<file path="src/rtl/xfer_csr_pkg.sv">
package xfer_csr_pkg;

  localparam int B_ERR   = 15;
  localparam int B_NEX   = 14;
  localparam int B_ATTN  = 13;
  localparam int B_MAINT = 12;
  localparam int B_DSTLO = 9;
  localparam int B_CYC   = 8;
  localparam int B_RDY   = 7;
  localparam int B_IE    = 6;
  localparam int B_GO    = 0;

  typedef enum logic {
    SEL_CSR  = 1'b0,
    SEL_ADDR = 1'b1
  } wr_sel_e;

  typedef struct packed {
    logic nex;
    logic attn;
    logic ilk;
    logic ovf;
  } err_src_t;

  function automatic int tmo_cycles(longint clk_hz, longint wait_ns);
    return int'((clk_hz * wait_ns + 64'd999_999_999) / 64'd1_000_000_000);
  endfunction

endpackage

</file>
<file path="src/rtl/xfer_live_sync.sv">
module xfer_live_sync #(
  parameter int W = 4
) (
  input  logic         clk,
  input  logic         init,
  input  logic [W-1:0] d,
  output logic [W-1:0] q
);

  for (genvar i = 0; i < W; i++) begin : g_bit
    always_ff @(posedge clk) begin
      if (init) q[i] <= 1'b0;
      else      q[i] <= d[i];
    end
  end

endmodule

</file>
<file path="src/rtl/xfer_resp_timer.sv">
module xfer_resp_timer #(
  parameter int TMO_CYC = 2000
) (
  input  logic clk,
  input  logic init,
  input  logic mst_sync,
  input  logic slv_sync,
  output logic expire
);

  localparam int CW = $clog2(TMO_CYC + 1);
  localparam logic [CW-1:0] LAST = CW'(TMO_CYC - 1);

  logic [CW-1:0] cnt;
  logic          run;
  logic          mst_d;
  logic          start;

  assign start = mst_sync & ~mst_d;

  always_ff @(posedge clk) begin
    if (init) begin
      cnt    <= '0;
      run    <= 1'b0;
      mst_d  <= 1'b0;
      expire <= 1'b0;
    end else begin
      mst_d  <= mst_sync;
      expire <= 1'b0;
      if (start) begin
        cnt <= '0;
        run <= 1'b1;
      end else if (run) begin
        if (slv_sync || !mst_sync) begin
          run <= 1'b0;
        end else if (cnt == LAST) begin
          expire <= 1'b1;
          run    <= 1'b0;
        end else begin
          cnt <= cnt + 1'b1;
        end
      end
    end
  end

  AST_RESP_STOPS_TIMER: assert property (@(posedge clk) disable iff (init)
    (slv_sync && !start) |=> !expire);

  AST_EXPIRE_ONE_CYCLE: assert property (@(posedge clk) disable iff (init)
    expire |=> !expire);

endmodule

</file>
<file path="src/rtl/xfer_addr_ctr.sv">
module xfer_addr_ctr #(
  parameter int AW = 16
) (
  input  logic          clk,
  input  logic          init,
  input  logic          load,
  input  logic [AW-1:0] load_val,
  input  logic          inc,
  output logic [AW-1:0] addr,
  output logic          ovf
);

  localparam logic [AW-1:0] ALL_ONES = '1;

  always_ff @(posedge clk) begin
    if (init) begin
      addr <= '0;
      ovf  <= 1'b0;
    end else if (load) begin
      addr <= load_val;
      ovf  <= 1'b0;
    end else if (inc) begin
      addr <= addr + 1'b1;
      if (addr == ALL_ONES) ovf <= 1'b1;
    end
  end

  AST_LOAD_CLEARS_OVF: assert property (@(posedge clk) disable iff (init)
    load |=> !ovf);

  AST_WRAP_SETS_OVF: assert property (@(posedge clk) disable iff (init)
    (inc && !load && addr == ALL_ONES) |=> (ovf && addr == '0));

  AST_OVF_STICKY: assert property (@(posedge clk) disable iff (init)
    (ovf && !load) |=> ovf);

endmodule

</file>
<file path="src/rtl/xfer_csr.sv">
module xfer_csr
  import xfer_csr_pkg::*;
#(
  parameter longint CLK_HZ  = 100_000_000,
  parameter longint RESP_NS = 20_000,
  parameter int     AW      = 16,
  parameter int     DW      = 16,
  parameter int     NSTAT   = 3
) (
  input  logic          clk,
  input  logic          rst,
  input  logic          init_req,
  input  logic          interlock_ok,
  input  logic          wr_en,
  input  logic          wr_sel,
  input  logic [DW-1:0] wr_data,
  input  logic          mst_sync,
  input  logic          slv_sync,
  input  logic          addr_inc,
  input  logic          dev_attn,
  input  logic [NSTAT-1:0] dev_stat,
  output logic [DW-1:0] csr_rd,
  output logic [AW-1:0] bus_addr,
  output logic          irq,
  output logic          cycle_start
);

  localparam int TMO_CYC = tmo_cycles(CLK_HZ, RESP_NS);
  localparam int NLIVE   = NSTAT + 1;

  logic ilk_q;
  logic init_int;
  logic csr_wr, addr_wr;
  logic tmo_exp;
  logic ovf;
  logic [NLIVE-1:0] live_q;
  logic attn_q;
  logic [NSTAT-1:0] stat_q;

  logic nex_q, maint_q, cycle_q, ready_q, ie_q, go_q, irq_q, cyc_pulse_q;
  logic err_d;
  err_src_t src;
  logic err_now, err_rise;

  // interlock fault is sampled, then holds initialise while present
  always_ff @(posedge clk) begin
    if (rst) ilk_q <= 1'b0;
    else     ilk_q <= ~interlock_ok;
  end

  assign init_int = rst | init_req | ilk_q;
  assign csr_wr   = wr_en & (wr_sel == SEL_CSR);
  assign addr_wr  = wr_en & (wr_sel == SEL_ADDR);

  xfer_live_sync #(.W(NLIVE)) u_live (
    .clk  (clk),
    .init (init_int),
    .d    ({dev_attn, dev_stat}),
    .q    (live_q)
  );
  assign attn_q = live_q[NLIVE-1];
  assign stat_q = live_q[NSTAT-1:0];

  xfer_resp_timer #(.TMO_CYC(TMO_CYC)) u_timer (
    .clk      (clk),
    .init     (init_int),
    .mst_sync (mst_sync),
    .slv_sync (slv_sync),
    .expire   (tmo_exp)
  );

  xfer_addr_ctr #(.AW(AW)) u_addr (
    .clk      (clk),
    .init     (init_int),
    .load     (addr_wr),
    .load_val (wr_data[AW-1:0]),
    .inc      (addr_inc),
    .addr     (bus_addr),
    .ovf      (ovf)
  );

  always_comb begin
    src.nex  = nex_q;
    src.attn = attn_q;
    src.ilk  = ilk_q;
    src.ovf  = ovf;
  end
  assign err_now  = |src;
  assign err_rise = err_now & ~err_d;

  always_ff @(posedge clk) begin
    if (init_int) begin
      nex_q       <= 1'b0;
      maint_q     <= 1'b0;
      cycle_q     <= 1'b0;
      ie_q        <= 1'b0;
      ready_q     <= 1'b1;
      irq_q       <= 1'b0;
      go_q        <= 1'b0;
      cyc_pulse_q <= 1'b0;
      err_d       <= 1'b0;
    end else begin
      err_d       <= err_now;
      go_q        <= csr_wr & wr_data[B_GO];
      cyc_pulse_q <= 1'b0;

      // timeout flag: expiry outranks a same-edge software clear
      if (tmo_exp)                          nex_q <= 1'b1;
      else if (csr_wr && !wr_data[B_NEX])   nex_q <= 1'b0;

      if (csr_wr) begin
        maint_q <= wr_data[B_MAINT];
        ie_q    <= wr_data[B_IE];
      end

      // cycle prime: launched by the registered start
      if (go_q && cycle_q) begin
        cycle_q     <= 1'b0;
        cyc_pulse_q <= 1'b1;
      end else if (csr_wr) begin
        cycle_q <= wr_data[B_CYC];
      end

      // ready and interrupt: error edge outranks a same-edge start
      if (err_rise) begin
        ready_q <= 1'b1;
        if (ie_q) irq_q <= 1'b1;
      end else if (csr_wr && wr_data[B_GO]) begin
        ready_q <= 1'b0;
        irq_q   <= 1'b0;
      end
    end
  end

  always_comb begin
    csr_rd                          = '0;
    csr_rd[B_ERR]                   = err_now;
    csr_rd[B_NEX]                   = nex_q;
    csr_rd[B_ATTN]                  = attn_q;
    csr_rd[B_MAINT]                 = maint_q;
    csr_rd[B_DSTLO +: NSTAT]        = stat_q;
    csr_rd[B_CYC]                   = cycle_q;
    csr_rd[B_RDY]                   = ready_q;
    csr_rd[B_IE]                    = ie_q;
  end

  assign irq         = irq_q;
  assign cycle_start = cyc_pulse_q;

  AST_ERR_SETS_READY: assert property (@(posedge clk) disable iff (init_int)
    $rose(csr_rd[B_ERR]) |=> csr_rd[B_RDY]);

  AST_IRQ_NEEDS_READY: assert property (@(posedge clk) disable iff (init_int)
    irq |-> csr_rd[B_RDY]);

  AST_NEX_WRITE_ONE_IGNORED: assert property (@(posedge clk) disable iff (init_int)
    (csr_wr && !tmo_exp && !csr_rd[B_NEX]) |=> !csr_rd[B_NEX]);

  AST_CYCLE_CLEARS: assert property (@(posedge clk) disable iff (init_int)
    cycle_start |-> !csr_rd[B_CYC]);

  AST_PULSE_ONE_CYCLE: assert property (@(posedge clk) disable iff (init_int)
    cycle_start |=> !cycle_start);

  AST_INIT_DEFAULTS: assert property (@(posedge clk) disable iff (rst)
    init_int |=> (csr_rd[B_RDY] && !irq && !csr_rd[B_MAINT] && !csr_rd[B_NEX]
                  && !csr_rd[B_CYC] && !csr_rd[B_IE]));

endmodule

</file>
<file path="config.mk">
export PLATFORM = sky130hd
export DESIGN_NAME = xfer_csr
export DESIGN_NICKNAME = d
export VERILOG_FILES = /design/src/rtl/xfer_csr_pkg.sv /design/src/rtl/xfer_live_sync.sv /design/src/rtl/xfer_resp_timer.sv /design/src/rtl/xfer_addr_ctr.sv /design/src/rtl/xfer_csr.sv
export SDC_FILE = /design/constraint.sdc
export NUM_CORES = 1
export LEC_CHECK = 0
export ABC_CLOCK_PERIOD_IN_PS = 2500
export BUFFER_PORTS_ARGS = -buffer_cell sky130_fd_sc_hd__buf_2
export CAP_MARGIN = 20
export CORE_MARGIN = 8
export CORE_UTILIZATION = 54
export DETAILED_ROUTE_END_ITERATION = 8
export GPL_ROUTABILITY_DRIVEN = 0
export PLACE_DENSITY_LB_ADDON = 0.2
export SLEW_MARGIN = 20
export SYNTH_ARGS = -nofsm -noshare
export SYNTH_HDL_FRONTEND = slang
export SYNTH_SLANG_ARGS = --single-unit
export TNS_END_PERCENT = 100
</file>
<file path="constraint.sdc">
create_clock -name clk -period 2.5 [get_ports clk]
set_input_delay 0.125 -clock clk [delete_from_list [all_inputs] [get_ports clk]]
set_output_delay 0.125 -clock clk [all_outputs]
set_load 0.1 [all_outputs]
</file>
==> impl_results.md <==
* Unrepaired setup endpoints after global routing: false
* Most frequent cells in the layout: buf_2 (56), dfxtp_1 (45), nor2_1 (21)
* Worst vdd ir at approximately 0.37 mV
* Leading cell type in the layout, fill and taps excluded: buf_2
* # DRC at 0
* Vias per cell at ~5.3
* TritonCTS buffer count at 5
* P per Cell Area at 585 nW/um^2
* CTS resizes at 0
* Worst-Margin Slew at ~940 ps
* Worst r2r path cells at 5
* Hold path startpoint: rst
* Final WL at ~4.5 mm
* RR Startpoint: u_timer.cnt[0]
* Post-synthesis cell type count at 34
* Max Freq at approximately 600 MHz
* Final TNS setup at 0 ps
* Clock transition at path regs at about 80 ps
* H-Tree Depth at 2
* Worst Setup End Kind: flop
* I/O Buffers at 56
* Reg2reg end: u_timer.cnt[4]
* Antenna diodes at 0
* CP Data Arrival Time at approximately 1900 ps
* First-pass GRT wire length at ~7.6 mm
* Die W at between 70 and 80 microns
* Synthesized cell area at 2050 sq um
* Synthesized netlist cell count at approximately 240
* Slew margin rel. at 0.369
* Synth warn at 0
* Vias at 1762
* Yosys reg bits at between 40 and 50
* Core Footprint at about 3700 sq um
* Most flops, register: u_addr.addr
* Hold crit path type: primary input to flop
* Core Rows at 22
* Hold Path Stages at 2
* Top cells by area, synth: dfxtp_1 (44%), xnor2_1 (6.8%), a21oi_1 (4.6%)
* Top Registers: u_addr.addr: 16 flops, u_timer.cnt: 11 flops, u_live.q: 4 flops
* Vias in the first global route at about 1800
* Clk buf depth at 2
* Hold Vio Cnt, Final at 0
* Initial antenna violation count at 0
* R2R Setup Slk at 850 ps
* Drt wl/cell at 13.4 microns
* Final nets at approximately 320
* Remaining antenna violation count after routing at 0
* Gr ovfl total at 0
* Crit path time final at 1650 ps
* Clk sink count at 45
* Starting utilization of the core area at 0.559
* WP data required at roughly 2700 ps
* Final setup fails at 0
* Largest net degree at the start of global routing at 35
* Crit path kind: flop to flop
* Area leader, netlist: dfxtp_1
* Avg Cell Area, Syn at between 8 and 9 sq um
* Sequential share of the synthesized area at 0.440
* Max Cap Violations at 0
* Area Growth Syn to Fin at 16.7%
* Die Y at 77.6 microns
* Pleak at ~0.9 nW
* Layout cells sized above 1 at 0.245
* Final max-slew violation count at 0
* CTS Root Cell: clkbuf_8
* Status: finished, final reports clean
* Clk_skew at 5.25 ps
* Total die area at approximately 6000 sq um
* Hold worst-path end: ilk_q
* I/O pin count at 63
* Non-Filler Instances at between 300 and 400
* Placed cells at around 330
* TritonCTS clock tree: yes
* Initial DRC Count at between 50 and 60
* GRT Overall Usage at 0.149
* Worst skew pair latency at ~290 ps
* Dpl hpwl at between 3 and 4 mm
* First-pass detailed-route iteration total at 4
* Crit path launch type: flop
* CP Max Fanout at 6
* Max reg flops at 16
* Share of the synthesized area in the top cell type at 0.440
* Final worst path period share at 0.659
-- cell usage after synthesis (all sizes together) --
cell	count
and2	5
or3	4
o21ai	14
buf	13
or2	1
ha	2
o41a	1
or4	2
nand3	8
a21oi	19
nand3b	2
nand2	13
a211oi	8
or2b	1
dfxtp	45
xnor2	16
nor3	9
inv	7
conb	1
o31ai	2
nor2	21
mux2i	6
nor4	10
and3b	1
nand4	9
and3	1
a31oi	1
nand2b	3
clkbuf	7
xor2	3
-- routing by layer --
layer	track usage	part of all wire	wire length (microns)
met5	0	0	0
met1	0.157	0.43	1940
met4	0.0585	0.013	59
met2	0.254	0.47	2100
met3	0.0680	0.087	389
-- critical path, stage by stage (launching register included) --
cell and delay, ps:
dfxtp_1 400, ha_1 230, nand3_1 180, or2_2 340, or3_1 310, a21oi_1 110
-- power by group --
part           switching (mW)  internal [mW]  total (mW)
sequential             0.0133          0.730       0.743
combinational           0.177         0.0462       0.223
clock                   0.238          0.194       0.432
total                   0.428          0.970        1.40
-- kinds of logic (layout without fill, tap and decap cells) --
kind of cell               count (synthesis)  count (layout)  synth area share
DFF                                       45              45             0.440
and+or+nand+nor                           90              90             0.237
AOI/OAI and AO/OA                         45              45             0.126
muxes                                      6               6            0.0293
xor gates and xnor gates                  19              19            0.0813
adders and majority gates                  2               2            0.0122
buffers and inverters                     27              73            0.0721
other                                      1               6           0.00183
-- how the worst max path moves through the flow --
stage / cells past startpoint / startpoint / to / slack, ps
after floorplan: 4 / u_addr.addr[2] / u_addr.addr[14] / 220
after global placement: 5 / u_timer.cnt[0] / u_timer.cnt[4] / 930
after detailed placement: 5 / u_timer.cnt[0] / u_timer.cnt[4] / 860
after CTS: 5 / u_timer.cnt[0] / u_timer.cnt[4] / 840
after global routing: 5 / u_timer.cnt[0] / u_timer.cnt[4] / 670
final: 5 / u_timer.cnt[0] / u_timer.cnt[4] / 850
-- final cells by class --
cell class / count / area, sq um
Tap cell: 48 / 60.1
Multi-Input combinational cell: 168 / 1020
Clock buffer: 6 / 72.6
Sequential cell: 45 / 901
Fill cell: 326 / 1270
Timing Repair Buffer: 58 / 298
Inverter: 7 / 26.3
Clock inverter: 2 / 10.0
-- through the flow --
step / utilization / area (sq um) / setup WS (ps) / hold WS (ps) / total power [mW]
6_report: 0.653 / 2390 / 853 / 7.26 / 1.40
5_1_grt: 0.653 / 2390 / 673 / 6.30 / 1.44
4_1_cts: 0.653 / 2390 / 845 / 3.47 / 1.41
3_5_place_dp: 0.627 / 2300 / 858 / 277 / 0.982
3_3_place_gp: 0.627 / 2300 / 926 / 280 / 0.981
2_1_floorplan: - / 2070 / 225 / 192 / 0.945
-- repair_timing --
action,CTS,global route
buffers inserted,0,0
endpoints found under the hold margin,1,0
hold buffers,1,0
(Power assumes the default switching activity.)
